--- src/rtl/regwin_pkg.sv ---
package regwin_pkg;

   localparam int WSF_W = 3;
   localparam int WST_W = 2 * WSF_W;

   typedef enum logic [2:0] {
      OP_IDLE = 3'd0,
      OP_PUSH = 3'd1,
      OP_POP  = 3'd2,
      OP_PRD  = 3'd3,
      OP_PWR  = 3'd4
   } win_op_e;

   typedef enum logic [1:0] {
      TK_NONE  = 2'd0,
      TK_SPILL = 2'd1,
      TK_FILL  = 2'd2,
      TK_CLEAN = 2'd3
   } trap_kind_e;

   localparam logic [3:0] SEL_CWP = 4'h9;
   localparam logic [3:0] SEL_CSV = 4'hA;
   localparam logic [3:0] SEL_CRS = 4'hB;
   localparam logic [3:0] SEL_CLN = 4'hC;
   localparam logic [3:0] SEL_OTH = 4'hD;
   localparam logic [3:0] SEL_WST = 4'hE;

endpackage

--- src/rtl/regwin_modstep.sv ---
// Modular step of a window-sized value by 0..3, up or down.
module regwin_modstep #(
   parameter  int NWIN = 8,
   localparam int IW   = $clog2(NWIN)
) (
   input  logic [IW-1:0] base_i,
   input  logic [1:0]    amt_i,
   input  logic          down_i,
   output logic [IW-1:0] res_o
);

   localparam bit POW2 = (NWIN == (1 << IW));

   generate
      if (POW2) begin : g_pow2
         // natural wrap of the IW-bit adder
         always_comb res_o = down_i ? (base_i - IW'(amt_i)) : (base_i + IW'(amt_i));
      end else begin : g_mod
         logic [IW:0] up_s;
         logic [IW:0] dn_s;
         always_comb begin
            up_s = {1'b0, base_i} + (IW+1)'(amt_i);
            if (up_s >= (IW+1)'(NWIN)) up_s = up_s - (IW+1)'(NWIN);
            if ({1'b0, base_i} >= (IW+1)'(amt_i))
               dn_s = {1'b0, base_i} - (IW+1)'(amt_i);
            else
               dn_s = {1'b0, base_i} + (IW+1)'(NWIN) - (IW+1)'(amt_i);
            res_o = down_i ? dn_s[IW-1:0] : up_s[IW-1:0];
         end
      end
   endgenerate

endmodule

--- src/rtl/regwin_decide.sv ---
// Combinational push/pop resolution: trap selection and next counters.
module regwin_decide
   import regwin_pkg::*;
#(
   parameter  int NWIN = 8,
   localparam int IW   = $clog2(NWIN)
) (
   input  logic             push_i,
   input  logic             pop_i,
   input  logic [IW-1:0]    cwp_i,
   input  logic [IW-1:0]    csv_i,
   input  logic [IW-1:0]    crs_i,
   input  logic [IW-1:0]    cln_i,
   input  logic [IW-1:0]    oth_i,
   input  logic [WST_W-1:0] wst_i,
   output logic [IW-1:0]    cwp_nxt_o,
   output logic [IW-1:0]    csv_nxt_o,
   output logic [IW-1:0]    crs_nxt_o,
   output logic             cwp_we_o,
   output logic             cnt_we_o,
   output trap_kind_e       kind_o,
   output logic [WSF_W-1:0] fld_o,
   output logic             grant_o
);

   logic [IW-1:0] cwp_up1, cwp_up2, cwp_dn1;
   logic [IW-1:0] csv_dn1, csv_up1, crs_up1, crs_dn1;
   logic [WSF_W-1:0] sel_fld;

   regwin_modstep #(.NWIN(NWIN)) u_cwp_up1 (.base_i(cwp_i), .amt_i(2'd1), .down_i(1'b0), .res_o(cwp_up1));
   regwin_modstep #(.NWIN(NWIN)) u_cwp_up2 (.base_i(cwp_i), .amt_i(2'd2), .down_i(1'b0), .res_o(cwp_up2));
   regwin_modstep #(.NWIN(NWIN)) u_cwp_dn1 (.base_i(cwp_i), .amt_i(2'd1), .down_i(1'b1), .res_o(cwp_dn1));
   regwin_modstep #(.NWIN(NWIN)) u_csv_dn1 (.base_i(csv_i), .amt_i(2'd1), .down_i(1'b1), .res_o(csv_dn1));
   regwin_modstep #(.NWIN(NWIN)) u_csv_up1 (.base_i(csv_i), .amt_i(2'd1), .down_i(1'b0), .res_o(csv_up1));
   regwin_modstep #(.NWIN(NWIN)) u_crs_up1 (.base_i(crs_i), .amt_i(2'd1), .down_i(1'b0), .res_o(crs_up1));
   regwin_modstep #(.NWIN(NWIN)) u_crs_dn1 (.base_i(crs_i), .amt_i(2'd1), .down_i(1'b1), .res_o(crs_dn1));

   // other-context windows present -> use the upper field
   assign sel_fld = (oth_i != '0) ? wst_i[WST_W-1:WSF_W] : wst_i[WSF_W-1:0];

   always_comb begin
      cwp_nxt_o = cwp_i;
      csv_nxt_o = csv_i;
      crs_nxt_o = crs_i;
      cwp_we_o  = 1'b0;
      cnt_we_o  = 1'b0;
      kind_o    = TK_NONE;
      fld_o     = '0;
      grant_o   = 1'b0;
      if (push_i) begin
         cwp_we_o = 1'b1;
         if (csv_i == '0) begin
            kind_o    = TK_SPILL;
            fld_o     = sel_fld;
            cwp_nxt_o = cwp_up2;
         end else if (cln_i == crs_i) begin
            kind_o    = TK_CLEAN;
            cwp_nxt_o = cwp_up1;
         end else begin
            cwp_nxt_o = cwp_up1;
            csv_nxt_o = csv_dn1;
            crs_nxt_o = crs_up1;
            cnt_we_o  = 1'b1;
            grant_o   = 1'b1;
         end
      end else if (pop_i) begin
         cwp_we_o  = 1'b1;
         cwp_nxt_o = cwp_dn1;
         if (crs_i == '0) begin
            kind_o = TK_FILL;
            fld_o  = sel_fld;
         end else begin
            csv_nxt_o = csv_up1;
            crs_nxt_o = crs_dn1;
            cnt_we_o  = 1'b1;
            grant_o   = 1'b1;
         end
      end
   end

endmodule

--- src/rtl/regwin_state.sv ---
// Window state registers with privileged read/write access.
module regwin_state
   import regwin_pkg::*;
#(
   parameter  int NWIN = 8,
   localparam int IW   = $clog2(NWIN),
   localparam int DW   = (IW > WST_W) ? IW : WST_W
) (
   input  logic             clk,
   input  logic             rst_n,
   input  logic             cwp_we_i,
   input  logic             cnt_we_i,
   input  logic [IW-1:0]    cwp_nxt_i,
   input  logic [IW-1:0]    csv_nxt_i,
   input  logic [IW-1:0]    crs_nxt_i,
   input  logic             pr_we_i,
   input  logic [3:0]       pr_sel_i,
   input  logic [DW-1:0]    pr_wdata_i,
   output logic [IW-1:0]    cwp_o,
   output logic [IW-1:0]    csv_o,
   output logic [IW-1:0]    crs_o,
   output logic [IW-1:0]    cln_o,
   output logic [IW-1:0]    oth_o,
   output logic [WST_W-1:0] wst_o,
   output logic [DW-1:0]    pr_rdata_o,
   output logic             pr_hit_o
);

   localparam bit POW2 = (NWIN == (1 << IW));

   logic [IW-1:0] wr_cnt;

   generate
      if (POW2) begin : g_fold_pow2
         assign wr_cnt = pr_wdata_i[IW-1:0];
      end else begin : g_fold_mod
         assign wr_cnt = (pr_wdata_i[IW-1:0] >= IW'(NWIN)) ?
                         (pr_wdata_i[IW-1:0] - IW'(NWIN)) : pr_wdata_i[IW-1:0];
      end
   endgenerate

   assign pr_hit_o = (pr_sel_i >= SEL_CWP) && (pr_sel_i <= SEL_WST);

   always_ff @(posedge clk) begin
      if (!rst_n) begin
         cwp_o <= '0;
         csv_o <= IW'(NWIN - 2);
         crs_o <= '0;
         cln_o <= IW'(NWIN - 1);
         oth_o <= '0;
         wst_o <= '0;
      end else if (pr_we_i && pr_hit_o) begin
         case (pr_sel_i)
            SEL_CWP: cwp_o <= wr_cnt;
            SEL_CSV: csv_o <= wr_cnt;
            SEL_CRS: crs_o <= wr_cnt;
            SEL_CLN: cln_o <= wr_cnt;
            SEL_OTH: oth_o <= wr_cnt;
            default: wst_o <= pr_wdata_i[WST_W-1:0];
         endcase
      end else begin
         if (cwp_we_i) cwp_o <= cwp_nxt_i;
         if (cnt_we_i) begin
            csv_o <= csv_nxt_i;
            crs_o <= crs_nxt_i;
         end
      end
   end

   always_comb begin
      case (pr_sel_i)
         SEL_CWP: pr_rdata_o = DW'(cwp_o);
         SEL_CSV: pr_rdata_o = DW'(csv_o);
         SEL_CRS: pr_rdata_o = DW'(crs_o);
         SEL_CLN: pr_rdata_o = DW'(cln_o);
         SEL_OTH: pr_rdata_o = DW'(oth_o);
         SEL_WST: pr_rdata_o = DW'(wst_o);
         default: pr_rdata_o = '0;
      endcase
   end

   // pointer never leaves the window range
   p_cwp_in_range_r12: assert property (@(posedge clk) disable iff (!rst_n)
      int'(cwp_o) < NWIN);

   // a write with an unknown selector leaves every register alone
   p_bad_sel_hold_r9: assert property (@(posedge clk) disable iff (!rst_n)
      (pr_we_i && !pr_hit_o) |=> ($stable(cwp_o) && $stable(csv_o) && $stable(crs_o)
                                  && $stable(cln_o) && $stable(oth_o) && $stable(wst_o)));

endmodule

--- src/rtl/regwin_ctrl.sv ---
module regwin_ctrl
   import regwin_pkg::*;
#(
   parameter  int NWIN = 8,
   localparam int IW   = $clog2(NWIN),
   localparam int DW   = (IW > WST_W) ? IW : WST_W,
   localparam int TTW  = 2 + WSF_W
) (
   input  logic           clk,
   input  logic           rst_n,
   input  logic           cmd_valid_i,
   input  logic [2:0]     cmd_op_i,
   input  logic [3:0]     pr_sel_i,
   input  logic [DW-1:0]  opnd_a_i,
   input  logic [DW-1:0]  opnd_b_i,
   output logic [IW-1:0]  cwp_o,
   output logic           trap_valid_o,
   output logic [TTW-1:0] trap_type_o,
   output logic           res_we_o,
   output logic [DW-1:0]  rd_data_o
);

   generate
      if (NWIN < 3) begin : g_bad_nwin
         $error("regwin_ctrl: NWIN must be at least 3");
      end
   endgenerate

   logic is_push, is_pop, is_rd, is_wr;
   logic [IW-1:0] csv, crs, cln, oth;
   logic [WST_W-1:0] wst;
   logic [IW-1:0] cwp_nxt, csv_nxt, crs_nxt;
   logic cwp_we, cnt_we, grant, pr_hit;
   trap_kind_e kind;
   logic [WSF_W-1:0] fld;
   logic [DW-1:0] pr_rdata;

   assign is_push = cmd_valid_i && (cmd_op_i == OP_PUSH);
   assign is_pop  = cmd_valid_i && (cmd_op_i == OP_POP);
   assign is_rd   = cmd_valid_i && (cmd_op_i == OP_PRD);
   assign is_wr   = cmd_valid_i && (cmd_op_i == OP_PWR);

   regwin_decide #(.NWIN(NWIN)) u_decide (
      .push_i    (is_push),
      .pop_i     (is_pop),
      .cwp_i     (cwp_o),
      .csv_i     (csv),
      .crs_i     (crs),
      .cln_i     (cln),
      .oth_i     (oth),
      .wst_i     (wst),
      .cwp_nxt_o (cwp_nxt),
      .csv_nxt_o (csv_nxt),
      .crs_nxt_o (crs_nxt),
      .cwp_we_o  (cwp_we),
      .cnt_we_o  (cnt_we),
      .kind_o    (kind),
      .fld_o     (fld),
      .grant_o   (grant)
   );

   regwin_state #(.NWIN(NWIN)) u_state (
      .clk        (clk),
      .rst_n      (rst_n),
      .cwp_we_i   (cwp_we),
      .cnt_we_i   (cnt_we),
      .cwp_nxt_i  (cwp_nxt),
      .csv_nxt_i  (csv_nxt),
      .crs_nxt_i  (crs_nxt),
      .pr_we_i    (is_wr),
      .pr_sel_i   (pr_sel_i),
      .pr_wdata_i (opnd_a_i ^ opnd_b_i),
      .cwp_o      (cwp_o),
      .csv_o      (csv),
      .crs_o      (crs),
      .cln_o      (cln),
      .oth_o      (oth),
      .wst_o      (wst),
      .pr_rdata_o (pr_rdata),
      .pr_hit_o   (pr_hit)
   );

   always_ff @(posedge clk) begin
      if (!rst_n) begin
         trap_valid_o <= 1'b0;
         trap_type_o  <= '0;
         res_we_o     <= 1'b0;
         rd_data_o    <= '0;
      end else begin
         trap_valid_o <= (kind != TK_NONE);
         trap_type_o  <= {kind, fld};
         res_we_o     <= grant || (is_rd && pr_hit);
         rd_data_o    <= (is_rd && pr_hit) ? pr_rdata : '0;
      end
   end

   // a command either traps or completes, never both
   p_trap_excl_we_r10: assert property (@(posedge clk) disable iff (!rst_n)
      !(trap_valid_o && res_we_o));

   p_spill_step2_r2: assert property (@(posedge clk) disable iff (!rst_n)
      (is_push && csv == '0) |=> (trap_valid_o && trap_type_o[TTW-1:WSF_W] == 2'd1
                                  && int'(cwp_o) == (int'($past(cwp_o)) + 2) % NWIN));

   p_push_ok_r4: assert property (@(posedge clk) disable iff (!rst_n)
      (is_push && csv != '0 && cln != crs) |=> (res_we_o
                                  && int'(cwp_o) == (int'($past(cwp_o)) + 1) % NWIN));

   p_pop_back_r5: assert property (@(posedge clk) disable iff (!rst_n)
      is_pop |=> (int'(cwp_o) == (int'($past(cwp_o)) + NWIN - 1) % NWIN));

   p_fill_r5: assert property (@(posedge clk) disable iff (!rst_n)
      (is_pop && crs == '0) |=> (trap_valid_o && trap_type_o[TTW-1:WSF_W] == 2'd2));

   p_bad_read_r9: assert property (@(posedge clk) disable iff (!rst_n)
      (is_rd && !pr_hit) |=> (!res_we_o && rd_data_o == '0));

endmodule

--- config.mk ---
export PLATFORM = sky130hd
export DESIGN_NAME = regwin_ctrl
export DESIGN_NICKNAME = d
export VERILOG_FILES = /design/src/rtl/regwin_pkg.sv /design/src/rtl/regwin_modstep.sv /design/src/rtl/regwin_decide.sv /design/src/rtl/regwin_state.sv /design/src/rtl/regwin_ctrl.sv
export SDC_FILE = /design/constraint.sdc
export NUM_CORES = 1
export LEC_CHECK = 0
export BUFFER_PORTS_ARGS = -buffer_cell sky130_fd_sc_hd__buf_2
export CAP_MARGIN = 10
export CORE_MARGIN = 5
export CORE_UTILIZATION = 30
export CTS_BUF_LIST = sky130_fd_sc_hd__clkbuf_4 sky130_fd_sc_hd__clkbuf_8
export DETAILED_ROUTE_END_ITERATION = 10
export RECOVER_POWER = 100
export SKIP_LAST_GASP = 1
export SYNTH_ARGS = -nofsm -noshare
export SYNTH_HDL_FRONTEND = slang
export SYNTH_HIERARCHICAL = 1
export SYNTH_SLANG_ARGS = --single-unit
--- constraint.sdc ---
create_clock -name clk -period 3.7 [get_ports clk]
set_input_delay 0.555 -clock clk [delete_from_list [all_inputs] [get_ports clk]]
set_output_delay 0.555 -clock clk [all_outputs]
set_load 0.1 [all_outputs]
==> results of run 1 <==
-- layer usage --
layer  vias up  track usage (%)
li1       1259                -
met1      1164            15.65
met2        54            20.50
met3         2            1.518
met4         0            2.590
met5         -                0
-- flip-flops by register name, summed over array words and instances, names as in the netlist --
signal,cells
rd_data_o,6
res_we_o,1
u_state/cln_o,3
trap_valid_o,1
trap_type_o,5
u_state/crs_o,3
u_state/cwp_o,3
u_state/wst_o,6
u_state/csv_o,3
u_state/oth_o,3
-- stage by stage --
step                      total power, W  setup slack [ns]  cell area (µm²)  instances  util [%]
after floorplan                0.0005661             1.339             2925        373         -
after detailed placement       0.0006202            0.9543             3212        511     35.26
final                          0.0008975            0.8429             3248        519     35.66
after global routing           0.0009528            0.5577             3248        519     35.66
after CTS                      0.0009090             1.245             3307        519     36.30
after global placement         0.0006147             1.043             3212        511     35.26
-- cell families (layout without fill, tap and decap cells) --
family | after synthesis | in the layout | share of synthesized area (%)
other | 2 | 42 | 0.2706
muxes | 27 | 27 | 9.739
AOI/OAI and AO/OA | 67 | 67 | 17.09
buffers and inverters | 55 | 90 | 7.845
adders and majority gates | 21 | 21 | 11.36
DFF | 34 | 34 | 24.53
xor gates and xnor gates | 23 | 23 | 7.259
and+or+nand+nor | 104 | 104 | 21.91
-- final timing paths --
| check | cells after the start | startpoint | slack (ns) | end |
|---|---|---|---|---|
| worst max-delay path | 11 | cmd_op_i[2] | 0.84 | u_state/csv_o[2] |
| worst max register to register | 7 | u_state/crs_o[1] | 1.24 | u_state/csv_o[2] |
| worst min register to register | 2 | u_state/wst_o[0] | 0.51 | u_state/wst_o[0] |
| worst min-delay path | 2 | u_state/wst_o[0] | 0.51 | u_state/wst_o[0] |
-- layout by cell type (no fill, tap or decap), types with 10 or more instances in the layout --
cell type | synthesis | routed
inv_1 | 42 | 42
conb_1 | 2 | 42
dfxtp_1 | 34 | 34
mux2i_1 | 27 | 27
nor2_1 | 23 | 24
buf_2 | 6 | 19
nand2_1 | 18 | 18
clkbuf_1 | 5 | 18
o21ai_0 | 18 | 18
nor3_1 | 15 | 16
ha_1 | 14 | 14
xor2_1 | 13 | 13
xnor2_1 | 10 | 10
-- worst max-delay path, cell delays in order --
cell and delay [ns]:
clkbuf_1 0.09, nand3b_1 0.30, nor2_1 0.17, buf_4 0.23, o31ai_1 0.12, a31oi_1 0.42
or2_0 0.34, a31oi_1 0.07, nor3_1 0.33, or2_0 0.23, a41oi_1 0.13
-- cell type report --
type	count	area (µm²)	area share [%]
Clock inverter	1	5.005	0.1541
Sequential cell	34	680.7	20.96
Tap cell	111	138.9	4.276
Inverter	42	157.7	4.854
Timing Repair Buffer	40	185.2	5.701
Clock buffer	7	90.09	2.773
Multi-Input combinational cell	284	1991	61.29
-- power groups by stage --
stage	Sequential [W]	Combinational [W]	Clock, W
2_1_floorplan	0.000412	0.000154	0
3_3_place_gp	0.000395	0.000219	0
3_5_place_dp	0.000395	0.000225	0
4_1_cts	0.000387	0.000226	0.000296
5_1_grt	0.000388	0.000256	0.000309
6_report	0.000387	0.000225	0.000286
==> run metrics, run 1 <==
WP data required 3.84 ns; clock group share of total power 31.9%; Max FO, Critical Path 20; transition time of the tightest slew-check pin 1.192 ns; Fill cells 983; Layout area overhead 17.04%; clk_skew 0.003870 ns; startpoint class of the critical path input pin; top-count cell post-synth inv_1; CTS tree yes; Crit. End Element register; global-route wire length before repair 11,190 µm; share of layout cells above drive strength 1 10.05%; I/O pin cnt 38; post-CTS sizing 0; final worst path period need 2.857 ns; drt first-iter violations 195; worst skew pair latency 0.28 ns; total congestion overflow 0; area leader, netlist dfxtp_1; clk sinks 34; Final Wtd Congestion 0.8343; via count 2,479; sw power 0.0002785 W; P per Cell Area 276.3 nW/µm²; max layer used met4; endpoints failing setup 0; H-tree levels 2; largest net degree at the start of global routing 21; Int Pwr 0.0006190 W; post-route DRC violation count 0; leakage power 1.410 nW; DIE HEIGHT 106.2 µm; Routed WL 6520 µm; fmax 0.3500 GHz; met2 WL 3267 µm; Avg WL per Cell 12.56 µm; Num CTS Buffers 5; Post-Route M1 WL 2928 µm; CP Class input pin to register; Yosys warning count 6; Synth cell types 64; HP Class register to register; Post-Synthesis Cells 333; DR vias/cell 4.776; antenna viol nets, final 0; die area 11,270 µm²; Slew Limit Fails 0; Placement Rows 35; crit share post-route 77.22%; Main synth FF type dfxtp_1; DP HPWL 5164 µm; setup TNS 0 ns; fin nets 450; met3 WL 313 µm; Hold Buf Count CTS 0; Clock Tree Root clkbuf_8; antenna violations before repair 0; Starting Density 30.47%; Max Cap Viol 0; ANT cells 0; number of port buffers 37; Slew headroom 20.89%; Seq cells post-synth 34; GR Util All Layers 11.83%; mean post-synth cell area 8.334 µm²; EDFF count, synth 0; chip width 106.2 µm; Combinational Power Share 25.0%; Clock Tree Buf Depth 2; worst hold slack 0.5114 ns; post-synth top area share 24.53%; Setup Fix Bufs, Post-CTS 0; router iterations before antenna repair 4; sequential area share after synthesis 24.53%; clk slew on worst S/H paths 0.07 ns; Seq pwr share 43.1%; Post-synth top cells inv_1, dfxtp_1, mux2i_1; status complete, no violations; top post-synthesis cells by area dfxtp_1, mux2i_1, ha_1; WP data arrival 2.99 ns; Max VDD drop 0.0001340 V; Sw Ratio 31.03%; Synth Cell Area 2775 µm²; RSZ-0062 raised after global routing false; vias in the first global route 2,428; asr flop ratio synth 0%; core area 9109 µm²; final hold vios 0
Power figures use the tool's default switching activity.
==> inputs of run 2 (changes only) <==
==> constraint.sdc (replaced) <==
create_clock -name clk -period 2.5 [get_ports clk]
set_input_delay 0.375 -clock clk [delete_from_list [all_inputs] [get_ports clk]]
set_output_delay 0.375 -clock clk [all_outputs]
set_load 0.1 [all_outputs]
==> run metrics, run 2 (synthesis gave the netlist of run 1 again) <==
WP data required 2.70 ns (-1.14 ns); Final Wtd Congestion 0.8529 (+2.2%); WP data arrival 2.47 ns (-0.52 ns); startpoint class of the critical path register; Largest regs rd_data_o (6), u_state/wst_o (6), trap_type_o (5); leakage power 1.457 nW (+3.3%); worst r2r src u_state/crs_o[1]; chip width 106.2 µm (unchanged); Layout area overhead 19.75%; Crit path top cell by count or2_0; Slew headroom 21.42% (+0.52 points); number of port buffers 37 (unchanged); slowest stage delay, CP 0.48 ns (+0.06 ns); FF-to-FF setup slack 0.23 ns (-1.01 ns); Max Cap Viol 0 (unchanged); worst slack, placed 0.1525 ns (-0.8018 ns); DIE HEIGHT 106.2 µm (unchanged); Crit. End Element register; Avg WL per Cell 13.15 µm (+4.7%); Crit. Startpoint u_state/crs_o[1]; Routed WL 6917 µm (+6.1%); CP Class register to register; router iterations before antenna repair 5 (+1); clk sinks 34 (unchanged); die area 11,270 µm² (unchanged); Slew Limit Fails 0 (unchanged); clk slew on worst S/H paths 0.07 ns (about the same); Clock Tree Buf Depth 2 (unchanged); fin nets 457 (+1.6%); Final Util 36.48% (+0.82 points); DR vias/cell 4.762 (-0.30%); Hold Buf Count CTS 0 (unchanged); P per Cell Area 430.8 nW/µm² (+56%); via count 2,505 (+1.0%); Clock Tree Root clkbuf_8; post-CTS sizing 0 (unchanged); Placement Rows 35 (unchanged); total congestion overflow 0 (unchanged); Max FO, Critical Path 7 (-65%); CP max stage cell or3_4; critical-path cell list or3_4 -> nor2b_4 -> or2_0 -> o211a_1 -> or2_0 -> a311oi_2; I/O pin cnt 38 (unchanged); worst skew pair latency 0.29 ns (about the same); Starting Density 30.47% (unchanged); reg2reg path depth 6 (-1); HP Class input pin to register; DP HPWL 5477 µm (+6.1%); Setup Fix Bufs, Post-CTS 0 (unchanged); clk_skew 0.008208 ns (+0.004338 ns); final worst path period need 2.268 ns; share of layout cells above drive strength 1 11.08% (+1.0 points); antenna viol nets, final 0 (unchanged); setup TNS 0 ns (unchanged); Num CTS Buffers 5 (unchanged); Fill cells 951 (-3.3%); largest net degree at the start of global routing 18 (-14%); RSZ-0062 raised after global routing false; crit share post-route 90.70%; core area 9109 µm² (unchanged); transition time of the tightest slew-check pin 1.184 ns (-0.007904 ns); fmax 0.4410 GHz; Setup WS post-layout 0.2325 ns (-0.6104 ns); CTS tree yes; vias in the first global route 2,420 (-0.33%); global-route wire length before repair 11,460 µm (+2.4%); critical path endpoint u_state/crs_o[0]; status complete, no violations; Reg-to-Reg End u_state/crs_o[0]; H-tree levels 2 (unchanged); antenna violations before repair 0 (unchanged); GR Util All Layers 12.38% (+0.54 points); Hold Path Stages 2 (unchanged); Max VDD drop 0.0002625 V (+96%); endpoints failing setup 0 (unchanged); final hold vios 0 (unchanged); ANT cells 0 (unchanged); post-route DRC violation count 0 (unchanged); drt first-iter violations 150 (-23%); most frequent cells in the layout inv_1, conb_1, dfxtp_1
[run 2: changes by cell type in the layout (fill, tap and decap cells not counted), sizes merged]
cell	change
buf	+5
clkbuf	+2
bufinv	+1
clkinv	-1
[run 2: stage by stage]
step / power, W / cell area [µm²] / hold slack, ns / cells
finish: 0.001432 / 3323 / 0.3948 / 526
global route: 0.001509 / 3323 / 0.4218 / 526
CTS: 0.001440 / 3378 / 0.3970 / 526
detailed placement: 0.0009232 / 3264 / 0.5005 / 518
global placement: 0.0009138 / 3264 / 0.4886 / 518
floorplan: 0.0008378 / 2925 / 0.4660 / 373
[run 2: area by class of cell]
cell class / instances / area, µm² / area share, %
tap: 111 / 138.9 / 4.179
clock inverter: 1 / 30.03 / 0.9036
inverter: 42 / 157.7 / 4.744
multi-input combinational: 284 / 2002 / 60.24
timing repair buffer: 47 / 230.2 / 6.928
sequential: 34 / 680.7 / 20.48
clock buffer: 7 / 83.83 / 2.523
[run 2: worst min path at each step]
stage,endpoint,start
floorplan,u_state/wst_o[1],u_state/wst_o[1]
global placement,u_state/wst_o[1],u_state/wst_o[1]
detailed placement,u_state/wst_o[1],u_state/wst_o[1]
CTS,u_state/cln_o[1],rst_n
global route,u_state/cln_o[0],rst_n
finish,u_state/cln_o[1],rst_n
[run 2: critical path, delay by kind of cell (launching register included)]
kind | cells | cell delay (ns)
simple gates | 4 | 1.19
compound gates | 2 | 0.56
flops | 1 | 0.42
[run 2: report_power, final]
part | total, W | switching, W | internal [W] | leakage (nW)
combinational | 0.000340 | 0.000204 | 0.000135 | 1.12
clock | 0.000521 | 0.000201 | 0.000320 | 0.0593
sequential | 0.000571 | 0.0000201 | 0.000551 | 0.275
[run 2: per-layer routing]
metal | GRT usage (%) | wire length [µm]
met3 | 2.004 | 419
met5 | 0 | 0
met4 | 3.608 | 133
met1 | 15.99 | 2973
met2 | 21.18 | 3390
